### src/rtl/bfu_pkg.sv
package bfu_pkg;

    localparam int FLAG_W = 5;
    localparam int FL_C   = 0;
    localparam int FL_P   = 1;
    localparam int FL_Z   = 2;
    localparam int FL_S   = 3;
    localparam int FL_O   = 4;

    typedef enum logic [2:0] {
        OP_INC = 3'd0,
        OP_DEC = 3'd1,
        OP_NOT = 3'd2,
        OP_SHL = 3'd3,
        OP_SAR = 3'd4
    } bfu_op_e;

endpackage

### src/rtl/bfu_step_core.sv
module bfu_step_core
    import bfu_pkg::*;
#(
    parameter int W = 8
) (
    input  logic [2:0]        op_i,
    input  logic [W-1:0]      a_i,
    input  logic [FLAG_W-1:0] flags_i,
    output logic [W-1:0]      res_o,
    output logic [FLAG_W-1:0] flags_o
);
    localparam logic [W-1:0] MAX_POS = {1'b0, {(W-1){1'b1}}};
    localparam logic [W-1:0] MIN_NEG = {1'b1, {(W-1){1'b0}}};

    logic [W:0] sum;

    always_comb begin
        sum     = {1'b0, a_i} + {{W{1'b0}}, 1'b1};
        res_o   = a_i;
        flags_o = flags_i;
        case (op_i)
            OP_INC: begin
                res_o         = sum[W-1:0];
                flags_o[FL_C] = sum[W];
                flags_o[FL_O] = (a_i == MAX_POS);
            end
            OP_DEC: begin
                res_o         = a_i - {{(W-1){1'b0}}, 1'b1};
                flags_o[FL_O] = (a_i == MIN_NEG);
            end
            OP_NOT: res_o = ~a_i;
            default: res_o = a_i;
        endcase
        if (op_i == OP_INC || op_i == OP_DEC) begin
            flags_o[FL_Z] = (res_o == '0);
            flags_o[FL_S] = res_o[W-1];
            flags_o[FL_P] = ~^res_o;
        end
    end

endmodule

### src/rtl/bfu_shift_core.sv
module bfu_shift_core
    import bfu_pkg::*;
#(
    parameter int W     = 8,
    parameter int CNT_W = 3
) (
    input  logic [2:0]        op_i,
    input  logic [CNT_W-1:0]  cnt_i,
    input  logic [W-1:0]      a_i,
    input  logic [FLAG_W-1:0] flags_i,
    output logic [W-1:0]      res_o,
    output logic [FLAG_W-1:0] flags_o
);
    localparam logic [CNT_W-1:0] ONE = {{(CNT_W-1){1'b0}}, 1'b1};

    logic [W:0]        left_ext;
    logic signed [W:0] right_ext;
    logic              active;

    always_comb begin
        left_ext  = {1'b0, a_i} << cnt_i;
        right_ext = $signed({a_i, 1'b0}) >>> cnt_i;
        active    = (cnt_i != '0) && (op_i == OP_SHL || op_i == OP_SAR);
        res_o     = a_i;
        flags_o   = flags_i;
        if (active) begin
            if (op_i == OP_SHL) begin
                res_o         = left_ext[W-1:0];
                flags_o[FL_C] = left_ext[W];
                if (cnt_i == ONE)
                    flags_o[FL_O] = left_ext[W-1] ^ left_ext[W];
            end else begin
                res_o         = right_ext[W:1];
                flags_o[FL_C] = right_ext[0];
                if (cnt_i == ONE)
                    flags_o[FL_O] = 1'b0;
            end
            flags_o[FL_Z] = (res_o == '0);
            flags_o[FL_S] = res_o[W-1];
            flags_o[FL_P] = ~^res_o;
        end
    end

endmodule

### src/rtl/bfu_top.sv
module bfu_top
    import bfu_pkg::*;
#(
    parameter int W     = 8,
    parameter int CNT_W = 3
) (
    input  logic              clk,
    input  logic              rst,
    input  logic [2:0]        op_i,
    input  logic [W-1:0]      operand_i,
    input  logic [CNT_W-1:0]  count_i,
    input  logic [FLAG_W-1:0] flags_i,
    output logic [W-1:0]      result_o,
    output logic [FLAG_W-1:0] flags_o
);
    logic [W-1:0]      step_res,   shift_res,   next_res;
    logic [FLAG_W-1:0] step_flags, shift_flags, next_flags;

    bfu_step_core #(.W(W)) u_step (
        .op_i    (op_i),
        .a_i     (operand_i),
        .flags_i (flags_i),
        .res_o   (step_res),
        .flags_o (step_flags)
    );

    bfu_shift_core #(.W(W), .CNT_W(CNT_W)) u_shift (
        .op_i    (op_i),
        .cnt_i   (count_i),
        .a_i     (operand_i),
        .flags_i (flags_i),
        .res_o   (shift_res),
        .flags_o (shift_flags)
    );

    always_comb begin
        case (op_i)
            OP_INC, OP_DEC, OP_NOT: begin
                next_res   = step_res;
                next_flags = step_flags;
            end
            OP_SHL, OP_SAR: begin
                next_res   = shift_res;
                next_flags = shift_flags;
            end
            default: begin
                next_res   = operand_i;
                next_flags = flags_i;
            end
        endcase
    end

    always_ff @(posedge clk) begin
        if (rst) begin
            result_o <= '0;
            flags_o  <= '0;
        end else begin
            result_o <= next_res;
            flags_o  <= next_flags;
        end
    end

    // decrement keeps carry
    p_dec_keeps_carry_r3: assert property (@(posedge clk) disable iff (rst)
        (op_i == OP_DEC) |=> (flags_o[FL_C] == $past(flags_i[FL_C])));

    // complement inverts operand, flags pass through
    p_not_passes_flags_r4: assert property (@(posedge clk) disable iff (rst)
        (op_i == OP_NOT) |=> (result_o == ~$past(operand_i)) && (flags_o == $past(flags_i)));

    // increment carry only on wrap
    p_inc_carry_r2: assert property (@(posedge clk) disable iff (rst)
        (op_i == OP_INC) |=> (flags_o[FL_C] == ($past(operand_i) == {W{1'b1}})));

    // zero and sign follow the registered result
    p_zero_sign_r7: assert property (@(posedge clk) disable iff (rst)
        (op_i == OP_INC || op_i == OP_DEC) |=>
            (flags_o[FL_Z] == (result_o == '0)) && (flags_o[FL_S] == result_o[W-1]));

    // zero-count shift is a no-op
    p_zero_count_r9: assert property (@(posedge clk) disable iff (rst)
        ((op_i == OP_SHL || op_i == OP_SAR) && count_i == '0) |=>
            (result_o == $past(operand_i)) && (flags_o == $past(flags_i)));

    // single-bit arithmetic right shift clears overflow
    p_sar1_clears_of_r8: assert property (@(posedge clk) disable iff (rst)
        (op_i == OP_SAR && count_i == {{(CNT_W-1){1'b0}}, 1'b1}) |=> !flags_o[FL_O]);

endmodule

### config.mk
export PLATFORM = sky130hd
export DESIGN_NAME = bfu_top
export DESIGN_NICKNAME = d
export VERILOG_FILES = /design/src/rtl/bfu_pkg.sv /design/src/rtl/bfu_step_core.sv /design/src/rtl/bfu_shift_core.sv /design/src/rtl/bfu_top.sv
export SDC_FILE = /design/constraint.sdc
export NUM_CORES = 1
export LEC_CHECK = 0
export BUFFER_PORTS_ARGS = -buffer_cell sky130_fd_sc_hd__buf_2
export CAP_MARGIN = 20
export CORE_MARGIN = 2
export CORE_UTILIZATION = 51
export DETAILED_ROUTE_END_ITERATION = 10
export PLACE_DENSITY = 0.72
export SYNTH_ARGS = -nofsm -noshare
export SYNTH_HDL_FRONTEND = slang
export SYNTH_SLANG_ARGS = --single-unit
### constraint.sdc
create_clock -name clk -period 6.8 [get_ports clk]
set_clock_uncertainty 0.15 [all_clocks]
set_input_delay 1.36 -clock clk [delete_from_list [all_inputs] [get_ports clk]]
set_output_delay 1.36 -clock clk [all_outputs]
set_load 0.02 [all_outputs]
==> impl_metrics.py <==
metrics = {
    "status": {
        "status": "finished, final reports clean",
    },
    "placed_design": {
        "hpwl_mm": 4.90,
        "dp.cells": 365,
        "port_buffers": 33,
        "place_congestion": 0.953,
    },
    "floorplan": {
        "num_rows": 24,
        "fp.dieH_um": 71.4,
        "die_x_um": 71.4,
        "dieArea_um2": 5100,
        "core_um2": 4350,
        "start_util_pct": 53.2,
        "io_pins": 34,
    },
    "cts": {
        "cts_inserted_buffers": 3,
        "cts_max_level": 1,
        "clk_pin_slew_worst_paths_ns": 0.05,
        "cts_buffer_depth": 2,
        "tritoncts": "built",
        "clock_sinks": 13,
        "cts-root-buf": "clkbuf_8",
        "holdBufCountCts": 0,
        "post_cts.repair.setup_buffers": 0,
        "cts_resized": 0,
    },
    "worst_hold_path": {
        "whs_endpoint": "flags_o[2]",
        "hold_path.class": "in -> reg",
        "whs_path_depth": 3,
        "hp-start": "flags_i[2]",
    },
    "setup_path": {
        "cp-end-kind": "flop",
        "crit_slowest_cell": "or4b_1",
        "path_cells": "buf_2 -> inv_1 -> ha_1 -> nor3b_1 -> xnor2_1 -> nand2_1 -> a221oi_1 -> o21bai_1 -> ha_1 -> xor2_1 -> xnor2_1 -> and3_1 -> or4b_1 -> nand3_1",
        "crit_type": "in -> reg",
        "arrival_ns": 4.39,
        "cp-start-kind": "input pin",
        "crit_required_ns": 6.83,
        "max_stage_delay_ns": 0.50,
        "cp_max_fo": 17,
    },
    "logic_synthesis": {
        "syn_nets": 346,
        "yosys_warnings": 0,
        "synth.distinct_cells": 63,
        "avgSynthCellArea_um2": 7.36,
        "synth_xor_area_share_pct": 4.54,
        "async_reset_ff_share_pct": 0,
        "synthCells": 315,
        "synth_fa_ha_area_share_pct": 5.40,
        "synth_top_family_by_area": "compound AO/OA/AOI/OAI gates",
        "synth_edf_count": 0,
        "synth_compound_area_share_pct": 30.8,
        "synth-seq-area-share_pct": 11.2,
        "synth_ff_type": "dfxtp_1",
        "ys_ff_latch": 13,
        "syn_area_um2": 2320,
        "synthSimpleGateAreaFrac_pct": 23.5,
        "synth.area.mux_share_pct": 15.9,
    },
    "power_and_ir_drop": {
        "switchingPower_w": 0.000139,
        "power_frac_comb_pct": 55.1,
        "total_power_w": 0.000340,
        "pwr_density_cell_nw_per_um2": 139,
        "leakage_nw": 0.971,
        "p_sw_share_pct": 40.8,
        "ir_worst_vdd_uv": 64.6,
        "clkPwrFrac_pct": 19.6,
        "pwr-share-seq_pct": 25.3,
        "p_int_w": 0.000201,
    },
    "timing": {
        "rsz0062_at_grt": "no",
        "fin_tns_setup_ns": 0,
        "fmax_ghz": 0.229,
        "setup_viol": 0,
        "worstMarginPinSlew_ns": 0.994,
        "drv_slew": 0,
        "fin_crit_sh_pct": 64.1,
        "finalHoldViolations": 0,
        "period_needed_ns": 4.36,
        "slew_headroom_pct": 33.8,
    },
    "route": {
        "vias": 2531,
        "drtIter0Drc": 248,
        "firstDrtPassIters": 5,
        "drc": 0,
        "wl_mm": 6.87,
        "wl_per_cell_um": 18.6,
        "viasPerCell": 6.86,
        "ant_nets": 0,
    },
    "global_route": {
        "grt_usage_pct": 27.1,
        "grt_max_degree": 35,
        "grt_overflow_total": 0,
        "grt_pass1_vias": 2144,
        "grt_first_pass_wirelength_mm": 11.0,
        "antenna_found_initial": 0,
    },
    "cells_and_area": {
        "layout_common_cells": "nor2_1, buf_2, nand2_1",
        "antenna_cells": 0,
        "finalNetCount": 349,
        "final_cells": 369,
        "synthToLayoutAreaGrowth_pct": 5.24,
        "drive_gt1_share_pct": 18.0,
        "seq_area_um2": 260,
        "fill_cells": 438,
        "multi_input_area_um2": 1860,
    },
    "job": {
        "maxCapViolCount": 0,
    },
}
==> cell usage after synthesis, types with 4 or more instances <==
master    number  area share (%)
nor2_1        33             5.3
and3_1         4             1.1
xnor2_1       10             3.8
o211ai_1       5             1.6
nor3_1        10             2.2
o21ai_0       16             3.5
nand4_1        4             1.1
clkbuf_1      25             4.0
or3_1          4             1.1
buf_2          6             1.3
a31oi_1        5             1.3
ha_1          10             5.4
a21boi_0       4             1.3
nand2_1       20             3.2
mux4_2         9             8.7
a221oi_1       5             1.9
mux2i_1       12             5.2
dfxtp_1       13              11
nand3_1        6             1.3
a21oi_1       16             3.5
inv_1         10             1.6
a211oi_1       5             1.6
mux2_2         4             1.9
o21ai_1        6             1.3
nand2b_1       4             1.1
==> layer usage <==
layer	track usage, %	routed length (um)
met1	40.1	3040
met2	40.8	2970
met3	2.67	712
met4	9.85	145
met5	0	0
==> power by group through the flow <==
stage / Clock [W] / Combinational, W / Sequential (W)
floorplan: 0 / 0.000131 / 0.0000988
global placement: 0 / 0.000182 / 0.0000875
detailed placement: 0 / 0.000184 / 0.0000877
CTS: 0.0000692 / 0.000184 / 0.0000861
global route: 0.0000718 / 0.000205 / 0.0000866
finish: 0.0000666 / 0.000187 / 0.0000861
==> stage by stage <==
stage | cell area, um^2 | worst slack (ns) | utilization [%] | hold WS [ns]
detailed placement | 2390 | 2.22 | 55.0 | 1.50
finish | 2440 | 2.44 | 56.0 | 1.27
global route | 2440 | 2.18 | 56.0 | 1.27
global placement | 2390 | 2.30 | 55.0 | 1.52
CTS | 2440 | 2.47 | 56.0 | 1.25
floorplan | 2320 | 2.52 | - | 1.38
==> layout make-up <==
| class | instances | area share [%] |
|---|---|---|
| Timing Repair Buffer | 33 | 6.77 |
| Inverter | 12 | 1.85 |
| Clock buffer | 4 | 1.85 |
| Sequential cell | 13 | 10.7 |
| Tap cell | 52 | 2.67 |
| Multi-Input combinational cell | 255 | 76.2 |
==> worst max-delay path by stage <==
stage | startpoint | to | slack [ns]
finish | operand_i[0] | flags_o[1] | 2.44
global route | operand_i[0] | flags_o[1] | 2.18
global placement | operand_i[0] | flags_o[1] | 2.30
CTS | operand_i[0] | flags_o[1] | 2.47
floorplan | operand_i[1] | flags_o[1] | 2.52
detailed placement | operand_i[0] | flags_o[1] | 2.22
==> logic make-up (layout without fill, tap and decap cells) <==
kind of cell | count (synthesis) | after routing
AND/OR/NAND/NOR | 107 | 107
XOR/XNOR | 12 | 12
adder cells (fa/ha/maj) | 10 | 10
multiplexers | 25 | 25
AO/OA/AOI/OAI | 101 | 101
flip-flops | 13 | 13
buffers and inverters | 47 | 49
==> critical path, delay by kind of cell <==
kind	cells	cell delay, ns
buffers and inverters	2	0.47
and+or+nand+nor	5	1.10
adders and majority gates	2	0.54
xor gates and xnor gates	3	0.44
AOI/OAI and AO/OA	2	0.46
==> registers in the layout, summed over array words and instances (netlist names) <==
register  count
flags_o       5
result_o      8
Note: power is estimated with default switching activity, not from simulation.
